==> src/rtl/ftb_pkg.sv <==
// Package ftb_pkg
// Shared definitions for the fetch target buffer.
// Assumes word-aligned instructions, so address bits below WORD_LSB never
// take part in indexing or tag compare.
package ftb_pkg;

    localparam int unsigned WORD_LSB = 2;
    localparam int unsigned SEQ_STEP = 4;

    // Action the update path applies to the slot selected by a resolution.
    typedef enum logic [1:0] {
        ACT_NONE = 2'd0,
        ACT_FILL = 2'd1,
        ACT_DROP = 2'd2
    } slot_act_e;

endpackage

==> src/rtl/ftb_addr_split.sv <==
// Module ftb_addr_split
// Splits an address into a slot index and a tag.
// Assumes ADDR_W > IDX_W + LSB. The LSB bits below the index are discarded.
module ftb_addr_split #(
    parameter int unsigned ADDR_W = 32,
    parameter int unsigned IDX_W  = 4,
    parameter int unsigned LSB    = 2,
    localparam int unsigned TAG_W = ADDR_W - IDX_W - LSB
) (
    input  logic [ADDR_W-1:0] addr,
    output logic [IDX_W-1:0]  idx,
    output logic [TAG_W-1:0]  tag
);

    // Field extraction: index just above the byte offset, tag above the index.
    always_comb begin
        idx = addr[LSB +: IDX_W];
        tag = addr[ADDR_W-1 -: TAG_W];
    end

endmodule

==> src/rtl/ftb_entry_array.sv <==
// Module ftb_entry_array
// Direct-mapped slot storage: one valid bit, a tag and a target per slot.
// There are two combinational read ports, one for fetch lookup and one that
// probes the slot a resolution targets, and one write port that is applied
// at the clock edge. Reads therefore always return the contents from before
// the write. Only valid bits are reset; tag and target are written on fill.
module ftb_entry_array
    import ftb_pkg::*;
#(
    parameter int unsigned ENTRIES = 16,
    parameter int unsigned TAG_W   = 26,
    parameter int unsigned ADDR_W  = 32,
    localparam int unsigned IDX_W  = $clog2(ENTRIES)
) (
    input  logic              clk,
    input  logic              rst_n,
    input  logic [IDX_W-1:0]  rd_idx,
    output logic              rd_valid,
    output logic [TAG_W-1:0]  rd_tag,
    output logic [ADDR_W-1:0] rd_target,
    input  logic [IDX_W-1:0]  pr_idx,
    output logic              pr_valid,
    output logic [TAG_W-1:0]  pr_tag,
    input  slot_act_e         wr_act,
    input  logic [IDX_W-1:0]  wr_idx,
    input  logic [TAG_W-1:0]  wr_tag,
    input  logic [ADDR_W-1:0] wr_target
);

    logic              vld_q [ENTRIES];
    logic [TAG_W-1:0]  tag_q [ENTRIES];
    logic [ADDR_W-1:0] tgt_q [ENTRIES];

    for (genvar e = 0; e < ENTRIES; e++) begin : g_slot
        // Valid bit: cleared on reset, set by a fill, cleared by a drop.
        always_ff @(posedge clk) begin
            if (!rst_n) begin
                vld_q[e] <= 1'b0;
            end else if (wr_idx == IDX_W'(e)) begin
                if (wr_act == ACT_FILL) begin
                    vld_q[e] <= 1'b1;
                end else if (wr_act == ACT_DROP) begin
                    vld_q[e] <= 1'b0;
                end
            end
        end

        // Payload: tag and target captured only when the slot is filled.
        always_ff @(posedge clk) begin
            if (wr_act == ACT_FILL && wr_idx == IDX_W'(e)) begin
                tag_q[e] <= wr_tag;
                tgt_q[e] <= wr_target;
            end
        end
    end

    // Lookup read port: old contents, no bypass of the pending write.
    always_comb begin
        rd_valid  = vld_q[rd_idx];
        rd_tag    = tag_q[rd_idx];
        rd_target = tgt_q[rd_idx];
    end

    // Probe read port used by the resolution path to decide on a drop.
    always_comb begin
        pr_valid = vld_q[pr_idx];
        pr_tag   = tag_q[pr_idx];
    end

endmodule

==> src/rtl/ftb_update_ctl.sv <==
// Module ftb_update_ctl
// Turns a branch resolution into a slot action. A taken branch always fills
// its slot and evicts any other occupant. A not-taken branch drops the slot
// only when the slot holds that same branch.
// Assumes the probe inputs describe the slot selected by the resolution address.
module ftb_update_ctl
    import ftb_pkg::*;
#(
    parameter int unsigned TAG_W = 26
) (
    input  logic             res_valid,
    input  logic             res_taken,
    input  logic [TAG_W-1:0] res_tag,
    input  logic             pr_valid,
    input  logic [TAG_W-1:0] pr_tag,
    output slot_act_e        act
);

    logic owner_match;

    // Ownership test: does the probed slot belong to this branch?
    always_comb owner_match = pr_valid && (pr_tag == res_tag);

    // Action select: fill on taken, drop on an owned not-taken, otherwise none.
    always_comb begin
        act = ACT_NONE;
        if (res_valid) begin
            if (res_taken) begin
                act = ACT_FILL;
            end else if (owner_match) begin
                act = ACT_DROP;
            end
        end
    end

endmodule

==> src/rtl/fetch_target_buffer.sv <==
// Module fetch_target_buffer
// Top level: a direct-mapped buffer of branch targets, read every cycle with
// the fetch address. A hit returns the stored target and a miss returns the
// sequential address. Resolutions from later in the pipeline fill or drop
// slots at the next clock edge.
// Assumes at most one resolution per cycle and word-aligned addresses.
module fetch_target_buffer
    import ftb_pkg::*;
#(
    parameter int unsigned ADDR_W  = 32,
    parameter int unsigned ENTRIES = 16,
    localparam int unsigned IDX_W  = $clog2(ENTRIES),
    localparam int unsigned TAG_W  = ADDR_W - IDX_W - WORD_LSB
) (
    input  logic              clk,
    input  logic              rst_n,
    input  logic [ADDR_W-1:0] fetch_pc,
    output logic              pred_hit,
    output logic [ADDR_W-1:0] pred_next_pc,
    input  logic              res_valid,
    input  logic [ADDR_W-1:0] res_pc,
    input  logic              res_taken,
    input  logic [ADDR_W-1:0] res_target
);

    logic [IDX_W-1:0]  look_idx, upd_idx;
    logic [TAG_W-1:0]  look_tag, upd_tag;
    logic              rd_valid, pr_valid;
    logic [TAG_W-1:0]  rd_tag, pr_tag;
    logic [ADDR_W-1:0] rd_target;
    slot_act_e         act;

    ftb_addr_split #(.ADDR_W(ADDR_W), .IDX_W(IDX_W), .LSB(WORD_LSB)) u_split_look (
        .addr (fetch_pc),
        .idx  (look_idx),
        .tag  (look_tag)
    );

    ftb_addr_split #(.ADDR_W(ADDR_W), .IDX_W(IDX_W), .LSB(WORD_LSB)) u_split_upd (
        .addr (res_pc),
        .idx  (upd_idx),
        .tag  (upd_tag)
    );

    ftb_entry_array #(.ENTRIES(ENTRIES), .TAG_W(TAG_W), .ADDR_W(ADDR_W)) u_array (
        .clk       (clk),
        .rst_n     (rst_n),
        .rd_idx    (look_idx),
        .rd_valid  (rd_valid),
        .rd_tag    (rd_tag),
        .rd_target (rd_target),
        .pr_idx    (upd_idx),
        .pr_valid  (pr_valid),
        .pr_tag    (pr_tag),
        .wr_act    (act),
        .wr_idx    (upd_idx),
        .wr_tag    (upd_tag),
        .wr_target (res_target)
    );

    ftb_update_ctl #(.TAG_W(TAG_W)) u_upd (
        .res_valid (res_valid),
        .res_taken (res_taken),
        .res_tag   (upd_tag),
        .pr_valid  (pr_valid),
        .pr_tag    (pr_tag),
        .act       (act)
    );

    // Prediction: stored target on a tag hit, sequential address otherwise.
    always_comb begin
        pred_hit     = rd_valid && (rd_tag == look_tag);
        pred_next_pc = pred_hit ? rd_target : fetch_pc + ADDR_W'(SEQ_STEP);
    end

endmodule

==> config.mk <==
export PLATFORM = sky130hd
export DESIGN_NAME = fetch_target_buffer
export DESIGN_NICKNAME = d
export VERILOG_FILES = /design/src/rtl/ftb_pkg.sv /design/src/rtl/ftb_addr_split.sv /design/src/rtl/ftb_entry_array.sv /design/src/rtl/ftb_update_ctl.sv /design/src/rtl/fetch_target_buffer.sv
export SDC_FILE = /design/constraint.sdc
export NUM_CORES = 1
export LEC_CHECK = 0
export BUFFER_PORTS_ARGS = -buffer_cell sky130_fd_sc_hd__clkbuf_2
export CAP_MARGIN = 20
export CORE_MARGIN = 4
export CORE_UTILIZATION = 40
export CTS_CLUSTER_SIZE = 24
export DETAILED_ROUTE_END_ITERATION = 10
export SYNTH_ARGS = -nofsm -noshare
export SYNTH_HDL_FRONTEND = slang
export SYNTH_SLANG_ARGS = --single-unit
==> constraint.sdc <==
create_clock -name clk -period 7.7 [get_ports clk]
set_clock_uncertainty 0.2 [all_clocks]
set_input_delay 0.385 -clock clk [delete_from_list [all_inputs] [get_ports clk]]
set_output_delay 0.385 -clock clk [all_outputs]
set_load 0.01 [all_outputs]
# After elaboration in Yosys (flattened, before gate mapping)
# Memory sizes are Yosys's and may differ from the RTL's.
# Cells that the tools add are included.
# op_classes
eq_ne	19
n_mux	258
shift	0
n_lt_le_gt_ge	0
n_addsub	1
reduce_logical	49
multipliers	0
n_div	0
bitwise	32
# ops
op	count
2-to-1 mux 32 bit	16
OR reduction 32 bit	15
2-to-1 mux 26 bit	15
OR reduction 26 bit	15
2-to-1 mux 1 bit	194
2-to-1 mux 4 bit	30
equality test 26 bit	2
adder 32 x 3 -> 32 bit, second input constant	1
equality test 4 bit, second input constant	8
OR 1 bit	32
logical AND 1 bit	18
equality test 4 x 3 -> 1 bit, second input constant	4
equality test 4 x 2 -> 1 bit, second input constant	2
2-to-1 mux 2 bit	3
equality test 4 x 1 -> 1 bit, second input constant	1
zero test 4 bit	1
equality test 2 x 1 -> 1 bit, second input constant	1
equality test 2 bit, second input constant	1
# totals
out_inout_bits	33
mem_bits_ro	0
mem_count	3
ram_bits	944
reg_bits	0
latch_bits	0
in_bits	100
# mem_list
memory	depth	word_bits	rd	rd_clocked_by_memory_dff	write_ports	line_no	source
u_array.tgt_q	16	32	1	0	1	ftb_entry_array.sv:32	logic [ADDR_W-1:0] tgt_q [ENTRIES];
u_array.tag_q	16	26	2	0	1	ftb_entry_array.sv:31	logic [TAG_W-1:0] tag_q [ENTRIES];
u_array.vld_q	16	1	2	0	16	ftb_entry_array.sv:30	logic vld_q [ENTRIES];

# Depth between registers and ports, before layout
# An unclocked memory read counts as a cell.
# depth
depth_word	26
ltp_mapped	14

# Hierarchy
# From an unflattened synthesis, not the netlist that was laid out.
# hier_totals
cells_unflattened	2018
area_unflattened_um2	40770.4
# modules_own_cells
module	area_per_inst_um2	instances	cells_each
ftb_entry_array	38640.8	1	1747
fetch_target_buffer	1377.6	1	173
ftb_addr_split	225.2	2	30
ftb_update_ctl	301.5	1	38

# Worst setup path before layout
# Ideal clock, no wire load.
# synth_timing
path_type	input -> register
start	in res_pc[3]
end	mem u_array.vld_q[8]
arrival_ps	4409
setup_ps	82
n_path_buf	4
stages	8
setup_slack_ps	3009
cell_sequence	buf_2 > buf_2 > buf_1 > clkbuf_1 > or2_2 > nor2_1 > o21ai_0 > a31oi_1
# synth_lines
element	line_no	source
start: declaration	fetch_target_buffer.sv:21	input logic [ADDR_W-1:0] res_pc,
end: declaration	ftb_entry_array.sv:30	

# Worst setup path after layout
# layout_timing
start	in fetch_pc[2]
end	out pred_next_pc[31]
# layout_between
elab_chain_len	4
elab_cells_between_ends	7
# layout_rtl
element	line_no	source
start: declaration	fetch_target_buffer.sv:17	input logic [ADDR_W-1:0] fetch_pc,
memory (16 x 26 bit)	n/a	
equality test 26 bit	fetch_target_buffer.sv:72	pred_hit = rd_valid && (rd_tag == look_tag);
logical AND 1 bit	fetch_target_buffer.sv:72	
2-to-1 mux 32 bit *	fetch_target_buffer.sv:73	pred_next_pc = pred_hit ? rd_target : fetch_pc + ADDR_W'(SEQ_STEP);
end: declaration	fetch_target_buffer.sv:19	output logic [ADDR_W-1:0] pred_next_pc,
# Mark *: on every way between the ends. The rest lies on a longest branch, timed or not.

==> results.py <==
metrics = {
    "logic_synthesis": {
        "synth-seq-cells": 944,
        "synthFlopType": "edfxtp_1",
        "synth_edf_count": 943,
        "synth_area_um2": 41500,
        "synth_compound_area_frac": 0.0231,
        "synthMuxAreaShare": 0.233,
        "yosysWarnings": 0,
        "synth_area_per_cell_um2": 20.6,
        "synth_fp_nets": 2113,
        "synth_simple_gate_area_frac": 0.0274,
        "synth-xor-area-share": 0.0148,
        "synth_cells": 2012,
        "synth_top_family_by_area": "multiplexers",
        "ys_seq_area_frac": 0.683,
        "synthArstFlopShare": 0,
        "synth_fa_ha_area_frac": 0.000302,
        "ys_types": 62,
    },
    "setup_path": {
        "rrSetupSlack_ps": 3720,
        "worstSetupPathType": "in2out",
        "start_kind": "input pin",
        "setup.worst_path.start": "fetch_pc[2]",
        "cp-end-kind": "output port",
        "r2r_end": "u_array.vld_q[0]",
        "cp.required_ps": 7110,
        "reg2reg_from": "u_array.tag_q[7][20]",
        "rr_worst_depth": 7,
        "critPathArrivalTime_ps": 4830,
        "cp_max_fo": 63,
    },
    "flow_run": {
        "maxCapViolCount": 0,
    },
    "clocking": {
        "cts.clk_slew.worst_paths_ps": 60,
        "cts_tree": "yes",
        "post_cts_buffers": 0,
        "clock_path_buffers": 3,
        "clk_latency_ps": 680,
        "clock-sinks": 944,
        "cts-buffers-inserted": 98,
        "h-tree-depth": 3,
        "clock-root-buffer": "clkbuf_16",
    },
    "drt": {
        "drt_iter0_drc": 2430,
        "drc": 0,
        "top_layer": "met5",
        "wirelength_um": 115000,
        "wl_met3_um": 10000,
        "vias": 22000,
        "m1WireLength_um": 47600,
        "first_pass_iters": 6,
        "wl_met2_um": 54200,
        "ant_nets": 0,
        "wl_per_cell_um": 31.2,
        "via_per_inst": 5.98,
    },
    "floorplanning": {
        "die_h_um": 330,
        "io_pins": 133,
        "dieArea_um2": 109000,
        "std_cell_rows": 117,
        "core_um2": 102000,
        "die_x_um": 330,
        "start_util": 0.405,
    },
    "worst_hold_path": {
        "whs_path_depth": 1,
        "hold_start": "res_pc[14]",
        "hp-class": "in2reg",
        "min_to": "u_array.tag_q[7][8]",
    },
    "outcome": {
        "status": "completed",
    },
    "grt": {
        "antenna_found_initial": 13,
        "grt_pass1_wl_um": 165000,
        "grt_overflow": 0,
        "grt_pass1_vias": 22900,
        "grt_usage": 0.211,
        "grt_max_degree": 98,
    },
    "sta": {
        "slew_violations": 0,
        "setup_viol": 0,
        "max_freq_mhz": 185,
        "post-route-period-util": 0.703,
        "fin_tns_setup_ps": 0,
        "finalHoldViolations": 0,
        "finalCriticalPeriod_ps": 5410,
        "worst_slack_ps": 2290,
        "rsz0062_at_grt": "no",
        "worst_pin_slew_ps": 992,
        "slew_headroom": 0.338,
    },
    "pwr": {
        "p_per_area_nw_per_um2": 234,
        "leakagePower_nw": 15.2,
        "irDropWorstVdd_mv": 0.188,
    },
    "placed_design": {
        "pre_cts_ws_ps": 2340,
        "gp_congestion": 0.875,
        "hpwl_um": 67700,
        "port_buffers": 130,
    },
    "cells_and_area": {
        "area_growth_pct": 14.4,
        "drive_gt1_frac": 0.329,
        "layout.nets": 2321,
    },
}
worst max-delay path by stage:
| stage | endpoint | slack (ps) | cells past startpoint |
|---|---|---|---|
| floorplan | u_array.vld_q[8] | 3010 | 8 |
| global placement | pred_next_pc[30] | 2350 | 13 |
| detailed placement | pred_next_pc[31] | 2340 | 11 |
| CTS | pred_next_pc[31] | 2330 | 11 |
| global route | pred_next_pc[28] | 2040 | 13 |
| finish | pred_next_pc[31] | 2290 | 11 |
kinds of logic after synthesis:
group | after synthesis
and+or+nand+nor | 231
buffers and inverters | 150
muxes | 487
AOI/OAI and AO/OA | 129
DFF | 944
adders and majority gates | 1
xor gates and xnor gates | 70
layout by cell type, fill, tap and decap left out, types with 6 or more instances in the layout:
master and count:
mux2_2 13, a22oi_1 23, xor2_1 27, clkbuf_16 100, nor2_1 52, nand3_1 31, clkinv_2 18, inv_1 17
clkbuf_1 22, mux2_4 28, clkinv_1 23, dlygate4sd3_1 55, nand2_1 50, mux2i_1 76, diode_2 10, a31oi_1 7
nor2_4 16, nand2b_1 13, xnor2_1 43, buf_4 48, o21ai_0 23, a221oi_1 6, nand4_1 8, clkbuf_2 125
a21oi_1 11, a22o_1 11, mux4_2 370, and3_1 19, nor2b_1 12, buf_12 8, nor4_1 8, edfxtp_1 943
routing by layer:
metal | vias to the layer above | global-route usage
met5 | - | 0
met4 | 6 | 0.0562
met3 | 146 | 0.0487
met2 | 985 | 0.333
met1 | 11900 | 0.298
li1 | 8991 | -
registers in the layout, indices dropped and copies added, names as in the netlist:
signal,count
u_array.tag_q,416
u_array.tgt_q,512
u_array.vld_q,16
metrics by stage:
step | cells | total power (W) | instance area [µm²] | utilization | hold WS, ps
after floorplan | 2012 | 0.00637 | 41500 | - | 284
after global placement | 3431 | 0.00667 | 43800 | 0.428 | 361
after detailed placement | 3433 | 0.00669 | 43800 | 0.428 | 357
after CTS | 3666 | 0.0112 | 47400 | 0.463 | 4.32
after global routing | 3671 | 0.0115 | 47400 | 0.464 | 47.5
final | 3676 | 0.0111 | 47400 | 0.464 | 31.4
power by group:
| group | switching (W) | leakage [nW] | total, W | internal (W) |
|---|---|---|---|---|
| combinational | 0.000495 | 5.23 | 0.000859 | 0.000364 |
| sequential | 0.0000218 | 8.49 | 0.00574 | 0.00572 |
| clock | 0.00196 | 1.48 | 0.00451 | 0.00255 |
worst max-delay path, cell delays in order:
cell,delay (ps)
buf_8,470
buf_4,770
mux4_2,610
o21ai_0,670
a2111oi_0,260
a31oi_1,230
nor4_2,90
nand4_4,100
buf_4,580
mux2_2,420
clkbuf_2,140
timing repair:
action	CTS	global route
endpoints found under the hold margin	823	0
resized for setup	0	0
hold buffers	55	0
cells in the mapped netlist (all sizes together), types with 12 or more instances:
| library cell | number | share of area |
|---|---|---|
| a22oi | 23 | 0.0042 |
| and3 | 19 | 0.0029 |
| buf | 78 | 0.012 |
| clkbuf | 53 | 0.0048 |
| edfxtp | 943 | 0.68 |
| inv | 19 | 0.0017 |
| mux2 | 41 | 0.014 |
| mux2i | 76 | 0.018 |
| mux4 | 370 | 0.20 |
| nand2 | 50 | 0.0045 |
| nand2b | 13 | 0.0020 |
| nand3 | 31 | 0.0037 |
| nor2 | 68 | 0.0062 |
| nor2b | 12 | 0.0018 |
| o21ai | 24 | 0.0029 |
| xnor2 | 43 | 0.0091 |
| xor2 | 27 | 0.0057 |
area by class of cell:
| cell class | count | area (µm²) |
|---|---|---|
| Inverter | 19 | 73.8 |
| Tap cell | 1368 | 1710 |
| Antenna cell | 10 | 25.0 |
| Sequential cell | 944 | 28300 |
| Timing Repair Buffer | 239 | 1740 |
| Clock buffer | 122 | 2580 |
| Fill cell | 8499 | 54900 |
| Clock inverter | 56 | 468 |
| Multi-Input combinational cell | 918 | 12500 |
No activity file was read; power rests on OpenSTA's default activity.
